### src/rtl/wsq_pkg.sv
package wsq_pkg;
  typedef enum logic [1:0] {ST_IDLE = 2'd0, ST_PRE = 2'd1, ST_LINE = 2'd2} wsq_state_e;

  localparam int LEN_W = 10;
  localparam logic [2:0] PRE_LAST = 3'd6;

  // bytes per line: two per column address, inclusive span
  function automatic logic [LEN_W-1:0] line_bytes(input logic [7:0] lo, input logic [7:0] hi);
    logic [LEN_W-1:0] span;
    span = {2'b00, hi} - {2'b00, lo} + 10'd1;
    return {span[LEN_W-2:0], 1'b0};
  endfunction

  function automatic logic window_ok(input logic [7:0] c0, input logic [7:0] c1,
                                     input logic [7:0] r0, input logic [7:0] r1,
                                     input int max_line);
    return (c0 <= c1) && (r0 <= r1) && (int'(line_bytes(c0, c1)) <= max_line);
  endfunction
endpackage

### src/rtl/wsq_preamble.sv
module wsq_preamble #(
  parameter logic [7:0] OP_ROW = 8'h75,
  parameter logic [7:0] OP_COL = 8'h15,
  parameter logic [7:0] OP_WR  = 8'h5C
) (
  input  logic [2:0] step,
  input  logic [7:0] c0,
  input  logic [7:0] c1,
  input  logic [7:0] r0,
  input  logic [7:0] r1,
  output logic [7:0] pbyte,
  output logic       p_is_data,
  output logic       p_end
);
  always_comb begin
    p_is_data = 1'b1;
    unique case (step)
      3'd0: begin pbyte = OP_ROW; p_is_data = 1'b0; end
      3'd1: pbyte = r0;
      3'd2: pbyte = r1;
      3'd3: begin pbyte = OP_COL; p_is_data = 1'b0; end
      3'd4: pbyte = c0;
      3'd5: pbyte = c1;
      default: begin pbyte = OP_WR; p_is_data = 1'b0; end
    endcase
  end
  assign p_end = (step == wsq_pkg::PRE_LAST);
endmodule

### src/rtl/wsq_line_walker.sv
module wsq_line_walker #(
  parameter int AW       = 16,
  parameter int MAX_LINE = 128
) (
  input  logic                     clk,
  input  logic                     rst_n,
  input  logic                     load,
  input  logic                     adv,
  input  logic [7:0]               row_first,
  input  logic [7:0]               row_last,
  input  logic [wsq_pkg::LEN_W-1:0] len,
  input  logic [AW-1:0]            base,
  input  logic [AW-1:0]            stride,
  output logic [AW-1:0]            rd_addr,
  output logic                     line_end,
  output logic                     last_row
);
  import wsq_pkg::*;
  localparam int IDX_W = $clog2(MAX_LINE);

  logic [IDX_W-1:0] idx;
  logic [7:0]       row, row_end_q;
  logic [LEN_W-1:0] len_q;
  logic [AW-1:0]    stride_q, line_base;

  always_ff @(posedge clk or negedge rst_n) begin
    if (!rst_n) begin
      idx <= '0; row <= '0; row_end_q <= '0; len_q <= '0;
      stride_q <= '0; line_base <= '0;
    end else if (load) begin
      idx <= '0; row <= row_first; row_end_q <= row_last; len_q <= len;
      stride_q <= stride; line_base <= base;
    end else if (adv) begin
      if (line_end) begin
        idx       <= '0;
        row       <= row + 8'd1;
        line_base <= line_base + stride_q;
      end else begin
        idx <= idx + 1'b1;
      end
    end
  end

  assign line_end = ({{(LEN_W-IDX_W){1'b0}}, idx} == len_q - 10'd1);
  assign last_row = (row == row_end_q);
  assign rd_addr  = line_base + {{(AW-IDX_W){1'b0}}, idx};


  base_step_chk: assert property (@(posedge clk) disable iff (!rst_n)
    (adv && line_end && !load) |=> (rd_addr == $past(line_base) + $past(stride_q)));
endmodule

### src/rtl/wsq_ctrl.sv
module wsq_ctrl #(
  parameter int MAX_LINE = 128
) (
  input  logic                clk,
  input  logic                rst_n,
  input  logic                start,
  input  logic [7:0]          col_first,
  input  logic [7:0]          col_last,
  input  logic [7:0]          row_first,
  input  logic [7:0]          row_last,
  input  logic                hs,
  input  logic                line_end,
  input  logic                last_row,
  output wsq_pkg::wsq_state_e state,
  output logic [2:0]          step,
  output logic [7:0]          c0_q,
  output logic [7:0]          c1_q,
  output logic [7:0]          r0_q,
  output logic [7:0]          r1_q,
  output logic                load,
  output logic                err,
  output logic                done
);
  import wsq_pkg::*;

  logic idle, ok;
  assign idle = (state == ST_IDLE);
  assign ok   = window_ok(col_first, col_last, row_first, row_last, MAX_LINE);
  assign load = start && idle && ok;

  always_ff @(posedge clk or negedge rst_n) begin
    if (!rst_n) begin
      state <= ST_IDLE; step <= '0; err <= 1'b0; done <= 1'b0;
      c0_q <= '0; c1_q <= '0; r0_q <= '0; r1_q <= '0;
    end else begin
      err  <= start && idle && !ok;
      done <= 1'b0;
      unique case (state)
        ST_IDLE: if (load) begin
          state <= ST_PRE; step <= '0;
          c0_q <= col_first; c1_q <= col_last; r0_q <= row_first; r1_q <= row_last;
        end
        ST_PRE: if (hs) begin
          if (step == PRE_LAST) begin
            state <= ST_LINE; step <= '0;
          end else begin
            step <= step + 3'd1;
          end
        end
        ST_LINE: if (hs && line_end && last_row) begin
          state <= ST_IDLE; done <= 1'b1;
        end
        default: state <= ST_IDLE;
      endcase
    end
  end


  busy_start_chk: assert property (@(posedge clk) disable iff (!rst_n)
    (!idle && start) |=> ($stable(c0_q) && $stable(c1_q) && $stable(r0_q) && $stable(r1_q) && !err));
endmodule

### src/rtl/wire_window_seq.sv
module wire_window_seq #(
  parameter int         AW       = 16,
  parameter int         MAX_LINE = 128,
  parameter logic [7:0] OP_ROW   = 8'h75,
  parameter logic [7:0] OP_COL   = 8'h15,
  parameter logic [7:0] OP_WR    = 8'h5C
) (
  input  logic          clk,
  input  logic          rst_n,
  input  logic          start,
  input  logic          wire4_en,
  input  logic [7:0]    col_first,
  input  logic [7:0]    col_last,
  input  logic [7:0]    row_first,
  input  logic [7:0]    row_last,
  input  logic [AW-1:0] src_base,
  input  logic [AW-1:0] src_stride,
  output logic [AW-1:0] rd_addr,
  input  logic [7:0]    rd_data,
  output logic          out_valid,
  input  logic          out_ready,
  output logic [7:0]    out_byte,
  output logic          out_is_data,
  output logic          out_frame_end,
  output logic          dc_pin,
  output logic          busy,
  output logic          done,
  output logic          err
);
  import wsq_pkg::*;

  wsq_state_e state;
  logic [2:0] step;
  logic [7:0] c0_q, c1_q, r0_q, r1_q, pre_byte;
  logic       load, hs, adv, line_end, last_row, pre_is_data, pre_end;

  assign hs  = out_valid && out_ready;
  assign adv = hs && (state == ST_LINE);

  wsq_ctrl #(.MAX_LINE(MAX_LINE)) u_ctrl (
    .clk, .rst_n, .start, .col_first, .col_last, .row_first, .row_last,
    .hs, .line_end, .last_row, .state, .step, .c0_q, .c1_q, .r0_q, .r1_q,
    .load, .err, .done);

  wsq_preamble #(.OP_ROW(OP_ROW), .OP_COL(OP_COL), .OP_WR(OP_WR)) u_pre (
    .step, .c0(c0_q), .c1(c1_q), .r0(r0_q), .r1(r1_q),
    .pbyte(pre_byte), .p_is_data(pre_is_data), .p_end(pre_end));

  wsq_line_walker #(.AW(AW), .MAX_LINE(MAX_LINE)) u_walk (
    .clk, .rst_n, .load, .adv, .row_first, .row_last,
    .len(line_bytes(col_first, col_last)), .base(src_base), .stride(src_stride),
    .rd_addr, .line_end, .last_row);

  always_comb begin
    out_byte      = pre_byte;
    out_is_data   = 1'b0;
    out_frame_end = 1'b0;
    unique case (state)
      ST_PRE:  begin out_is_data = pre_is_data; out_frame_end = pre_end; end
      ST_LINE: begin out_byte = rd_data; out_is_data = 1'b1; out_frame_end = line_end; end
      default: ;
    endcase
  end

  assign out_valid = (state != ST_IDLE);
  assign busy      = out_valid;
  assign dc_pin    = wire4_en && out_is_data;


  stall_hold_chk: assert property (@(posedge clk) disable iff (!rst_n)
    (out_valid && !out_ready) |=> (out_valid && $stable(out_byte) && $stable(out_is_data) && $stable(out_frame_end)));

  err_quiet_chk: assert property (@(posedge clk) disable iff (!rst_n)
    err |-> !out_valid);

  done_after_last_chk: assert property (@(posedge clk) disable iff (!rst_n)
    done |-> $past(hs && out_frame_end && out_is_data));

  preamble_head_chk: assert property (@(posedge clk) disable iff (!rst_n)
    $rose(busy) |-> (out_byte == OP_ROW && !out_is_data));

  line_dc_high_chk: assert property (@(posedge clk) disable iff (!rst_n)
    (adv && !out_frame_end && wire4_en) |=> dc_pin);
endmodule

### config.mk
export PLATFORM = sky130hd
export DESIGN_NAME = wire_window_seq
export DESIGN_NICKNAME = d
export VERILOG_FILES = /design/src/rtl/wsq_pkg.sv /design/src/rtl/wsq_preamble.sv /design/src/rtl/wsq_line_walker.sv /design/src/rtl/wsq_ctrl.sv /design/src/rtl/wire_window_seq.sv
export SDC_FILE = /design/constraint.sdc
export NUM_CORES = 1
export LEC_CHECK = 0
export BUFFER_PORTS_ARGS = -buffer_cell sky130_fd_sc_hd__clkbuf_2
export CORE_UTILIZATION = 45
export CTS_CLUSTER_DIAMETER = 120
export CTS_CLUSTER_SIZE = 16
export DETAILED_ROUTE_END_ITERATION = 16
export PLACE_DENSITY = 0.7
export SYNTH_ARGS = -nofsm -noshare
export SYNTH_HDL_FRONTEND = slang
export SYNTH_HIERARCHICAL = 1
export SYNTH_SLANG_ARGS = --single-unit
### constraint.sdc
create_clock -name clk -period 9 [get_ports clk]
set_input_delay 2.25 -clock clk [delete_from_list [all_inputs] [get_ports clk]]
set_output_delay 2.25 -clock clk [all_outputs]
set_load 0.03 [all_outputs]
Word level (Yosys, flattened, before mapping)
Index checks and enable logic that the tools add are counted.
{"block": "op_classes", "n_mul": 0, "div_mod_pow": 0, "magnitude_cmp": 3, "n_eq_ne": 14, "shifts": 0, "add_sub_neg": 8, "reduce_logical": 22, "bitwise_logic": 0, "n_mux": 25}
{"cell": "2-to-1 mux 16 bit", "count": 3}
{"cell": "one-hot mux 8 bit (6 select lines)", "count": 1}
{"cell": "2-to-1 mux 8 bit", "count": 4}
{"cell": "2-to-1 mux 7 bit", "count": 3}
{"cell": "adder 16 bit", "count": 1}
{"cell": "adder 16 x 7 -> 16 bit", "count": 1}
{"cell": "less-or-equal comparator 8 bit", "count": 2}
{"cell": "equality test 7 x 10 -> 1 bit", "count": 1}
{"cell": "less-or-equal comparator 10 x 8 -> 1 bit, second input constant", "count": 1}
{"cell": "logical AND 1 bit", "count": 10}
{"cell": "subtractor 10 x 1 -> 10 bit, second input constant", "count": 1}
{"cell": "adder 9 x 1 -> 9 bit, second input constant", "count": 1}
{"cell": "equality test 3 bit, second input constant", "count": 3}
{"cell": "2-to-1 mux 3 bit", "count": 3}
{"cell": "subtractor 8 x 8 -> 9 bit", "count": 1}
{"cell": "adder 8 x 1 -> 8 bit, second input constant", "count": 1}
{"cell": "equality test 8 bit", "count": 1}
{"cell": "2-to-1 mux 2 bit", "count": 4}
{"cell": "nonzero test 2 bit", "count": 4}
{"cell": "adder 7 x 1 -> 7 bit, second input constant", "count": 1}
{"cell": "equality test 3 x 2 -> 1 bit, second input constant", "count": 2}
{"cell": "!= test 2 bit, second input constant", "count": 3}
{"cell": "one-hot mux 2 bit (3 select lines)", "count": 1}
{"cell": "one-hot mux 3 bit (2 select lines)", "count": 1}
{"cell": "14 further kinds", "count": 18}
{"block": "word_totals", "reg_bits": 103, "inputBits": 77, "memories": 0, "wordCells": 86, "output_inout_bits": 31, "rom_bits": 0, "mem_bits_rw": 0, "latchBits": 0}

Longest topological paths before layout
{"block": "depth", "depth_word": 7, "mapped_depth": 18, "mapped_depth_nobuf": 16}

Cells and area by module
The synthesis kept the hierarchy.
{"module": "wsq_line_walker", "cells_each": 440, "seq_area_each_um2": 1626.6, "instances": 1, "area_per_inst_um2": 4391.7}
{"module": "wsq_ctrl", "cells_each": 267, "seq_area_each_um2": 975.9, "instances": 1, "area_per_inst_um2": 2411.1}
{"module": "wire_window_seq", "cells_each": 82, "seq_area_each_um2": 0.0, "instances": 1, "area_per_inst_um2": 631.9}
{"module": "wsq_preamble", "cells_each": 44, "seq_area_each_um2": 0.0, "instances": 1, "area_per_inst_um2": 342.8}

Worst setup path before layout
No wires, ideal clock.
{"block": "synth_timing", "kind": "input-to-reg", "start": "input col_last[1]", "end": "register u_walk.row[6]", "arrival_time_ns": 6.101, "setup_ns": 0.126, "stages": 17, "path_slack_ns": 2.773, "t_required_ns": 8.874, "path_buffers": 3, "path_cell_list": "inv_1 > ha_1 > inv_1 > ha_1 > inv_1 > fa_1 > nor2b_1 > o311ai_2 > mux2i_1 > or4b_1 > a211oi_2 > and3_1 > buf_2 > clkbuf_1 > dlygate4sd3_1 > mux2i_1 > mux2i_1"}
{"block": "synth_via", "elab_chain_cells": 7, "elab_cells_between_ends": 11, "classes_between": "add/sub: 2; order compare: 2; mux: 1; reduce/logical: 6"}
{"element": "from (decl)", "line_no": "wire_window_seq.sv:13", "text": "input logic [7:0] col_last,"}
{"element": "subtractor 8 x 8 -> 9 bit", "line_no": "wsq_pkg.sv:10", "text": "span = {2'b00, hi} - {2'b00, lo} + 10'd1;"}
{"element": "adder 9 x 1 -> 9 bit", "line_no": "wsq_pkg.sv:10"}
{"element": "less-or-equal comparator 10 x 8 -> 1 bit", "line_no": "wsq_pkg.sv:17", "text": "return (c0 <= c1) && (r0 <= r1) && (int'(line_bytes(c0, c1)) <= max_line);"}
{"element": "logical AND 1 bit (*)", "line_no": "wsq_pkg.sv:17"}
{"element": "logical AND 1 bit (*)", "line_no": "wsq_ctrl.sv:29", "text": "assign load = start && idle && ok;"}
{"element": "via load", "line_no": "wire_window_seq.sv:35", "text": "logic load, hs, adv, line_end, last_row, pre_is_data, pre_end;"}
{"element": "nonzero test 2 bit (no source line)"}
{"element": "AND reduction 2 bit (no source line)"}
{"element": "to (signal assigned)", "line_no": "wsq_line_walker.sv:36", "text": "row <= row + 8'd1;"}
{"element": "to (decl)", "line_no": "wsq_line_walker.sv:22", "text": "logic [7:0] row, row_end_q;"}
The timed path passes the listed nets; every way through them passes the cells marked *.
A chain may end at the register's enable or synchronous reset.

Worst setup path in the final report
{"block": "layout_timing", "start": "input col_last[1]", "end": "register u_walk.row[4]"}
The elaborated chain is that of the path after synthesis.

==> run metrics <==
DRC=0; Max clock buf depth=2; DR iter-0 viols=316; sequential share of the synthesized area=33.5%; Pins Over Slew Limit=0; overall power=2410 uW; top post-synthesis cells by area=dfrtp_1 33%, ha_1 12%, mux2_2 5.9%; total number of vias=6231; Final #Nets=1083; final hold vios=0; commonest non-fill, non-tap cell in the layout=nand2_1; most frequent cells in the layout=108 x nand2_1, 106 x clkbuf_2, 104 x dfrtp_1; DP HPWL=13800 um; CP max-delay cell=and3_4; All-Layer GR Usage=21.0%; root buf cell=clkbuf_16; Worst path top cell family by delay=simple AND/OR/NAND/NOR gates; CTS-repair resized insts=0; CTS tree=done; Worst setup SP type=input port; Area Growth Syn to Fin=13.6%; setup bufs post-CTS=0; diodes inserted=0; RSZ-0062 raised after global routing=false; synthesized area=7780 um^2; Max IR drop VDD=0.163 mV; MaxCap Viol Count=0; CP Max Fanout=78; final instance area=8830 um^2; first-pass GRT wire length=29800 um; worst min path class=reg -> reg; Num CTS Buffers=9; final worst path period share=68.5%; Final Hold Slack=478 ps; Worst-Margin Slew=972 ps; Post-CTS Hold Buffers=0; clk_lat worst skew=350 ps; synthesis-stage register bit count=104; Worst setup EP type=register; WP data required=9220 ps; Mean Syn Cell Area=9.34 um^2; minimum clock period=6170 ps; Rows=47; largest net degree at the start of global routing=79; Post-synth EDFFs=0; CP arrival=6390 ps; H-tree depth=3; Fillers=1575; Worst-path clk slew=70 ps; share of layout cells above drive strength 1=20.9%; Ys Warns=6; GPL Wtd Cong=0.860; post-route ant nets=0; leakage power=0.00432 uW; CP Class=in -> reg; Top Ports=108; Syn Nets=987; Sink Count=104; Vias/cell=5.40; DP Area=8470 um^2; Fin Setup TNS=0 ps; relative slew slack=35.1%; Fmax achieved=0.162 GHz; CP cell instances=clkbuf_2 > inv_1 > ha_1 > inv_1 > ha_1 > inv_1 > fa_1 > nor2b_1 > o311ai_2 > mux2i_1 > or4b_1 > a211oi_2 > and3_4 > buf_4 > nand2b_1 > a31oi_1 > a21oi_1 > o211ai_1; die span in y=133 um; status=completed; top_reg_cell synth=dfrtp_1; post-synth top area share=33.5%; Setup Skew=8.96 ps; final WL=17800 um; chip width=133 um; Wirelength per Cell=15.4 um; drt first pass iters=5; grt ovf=0; die area=17800 um^2; initial antenna violation count=0; asr flop ratio synth=100%; distinct cell type count after synthesis=90; Initial Util=46.6%; core area=16700 um^2; Buffers on Ports=107; power density over the cells=273 nW/um^2; max incr delay on CP=780 ps; final setup violating endpoints=0; vias in the first global route=5971; cell taking the most area after synthesis=dfrtp_1; critical path's most frequent cell=inv_1; Syn Inst Count=833; Worst Path Buf+Inv=5
## tightest hold or removal path, delay by kind of cell, from the launching register on
kind	cells	cell delay (ps)
AND/OR/NAND/NOR	2	100
flip-flops	1	350
## metal layers
layer	vias up	GRT usage [%]	share of wire (%)
met5	-	0	0
met4	0	6.06	1.6
met3	23	3.81	4.0
met2	165	34.9	48
met1	2895	27.9	46
li1	3148	-	-
## registers in the layout, indices dropped and copies added, names as in the netlist, 7 cells and up
signal / cells
u_walk/line_base: 16
u_walk/len_q: 10
u_walk/idx: 7
u_ctrl/c1_q: 8
u_ctrl/r0_q: 8
u_ctrl/r1_q: 8
u_ctrl/c0_q: 8
u_walk/row_end_q: 8
u_walk/row: 8
u_walk/stride_q: 16
## final timing paths
check	end	start	depth (start not counted)	slack [ps]
worst max-delay path	u_walk/row[4]	col_last[1]	18	2830
worst min-delay path	u_ctrl/r0_q[1]	u_ctrl/r0_q[1]	2	480
worst max register to register	u_walk/line_base[13]	u_walk/len_q[1]	10	5470
worst min register to register	u_ctrl/r0_q[1]	u_ctrl/r0_q[1]	2	480
max in group asynchronous	u_walk/line_base[4]	rst_n	2	5890
min in group asynchronous	u_ctrl/c0_q[7]	rst_n	1	1840
## metrics by stage
| step | worst slack [ps] | util, % | instances |
|---|---|---|---|
| after global routing | 2530 | 52.9 | 1154 |
| final | 2830 | 52.9 | 1154 |
| after floorplan | 2770 | - | 833 |
| after global placement | 2550 | 50.7 | 1138 |
| after detailed placement | 2420 | 50.7 | 1138 |
| after CTS | 2800 | 52.9 | 1154 |
## synthesized netlist by cell type, drive strengths merged, types with 3 or more instances
master	instances
nand2	108
dfrtp	104
ha	73
inv	59
o21ai	56
mux2	41
xnor2	41
nor2	35
a21oi	34
nor2b	26
mux2i	25
nand2b	16
buf	15
nand3	14
nor3	14
a21o	13
o22ai	12
xor2	11
a22oi	9
clkbuf	9
nor3b	9
o211ai	9
and3	8
nand4	8
a31oi	6
a211oi	5
and2	5
nor4	5
fa	4
a211o	3
a221oi	3
a32o	3
o311ai	3
or2	3
## logic make-up after synthesis
logic type                 count (synthesis)  synth area share (%)
buffers and inverters                     84                  4.83
other                                      1                0.0482
DFF                                      104                  33.5
adders and majority gates                 77                  12.8
and+or+nand+nor                          270                  18.3
muxes                                     66                  9.15
xor gates and xnor gates                  52                  5.86
AOI/OAI and AO/OA                        179                  15.6
## report_power, final
group / switching (uW) / leakage (uW) / total, uW / internal [uW]
Combinational: 623 / 0.00278 / 1110 / 486
Clock: 179 / 0.000176 / 479 / 300
Sequential: 188 / 0.00136 / 823 / 635
Total: 989 / 0.00432 / 2410 / 1420
## final cells by class
cell class                 count  area (um^2)  area share [%]
clock buffer                   9          225            2.55
tap                          220          275            3.12
clock inverter                 7          141            1.60
sequential                   104         2600            29.5
timing repair buffer         110          561            6.35
inverter                      59          224            2.54
multi-input combinational    645         4800            54.4
(Power assumes the default switching activity.)
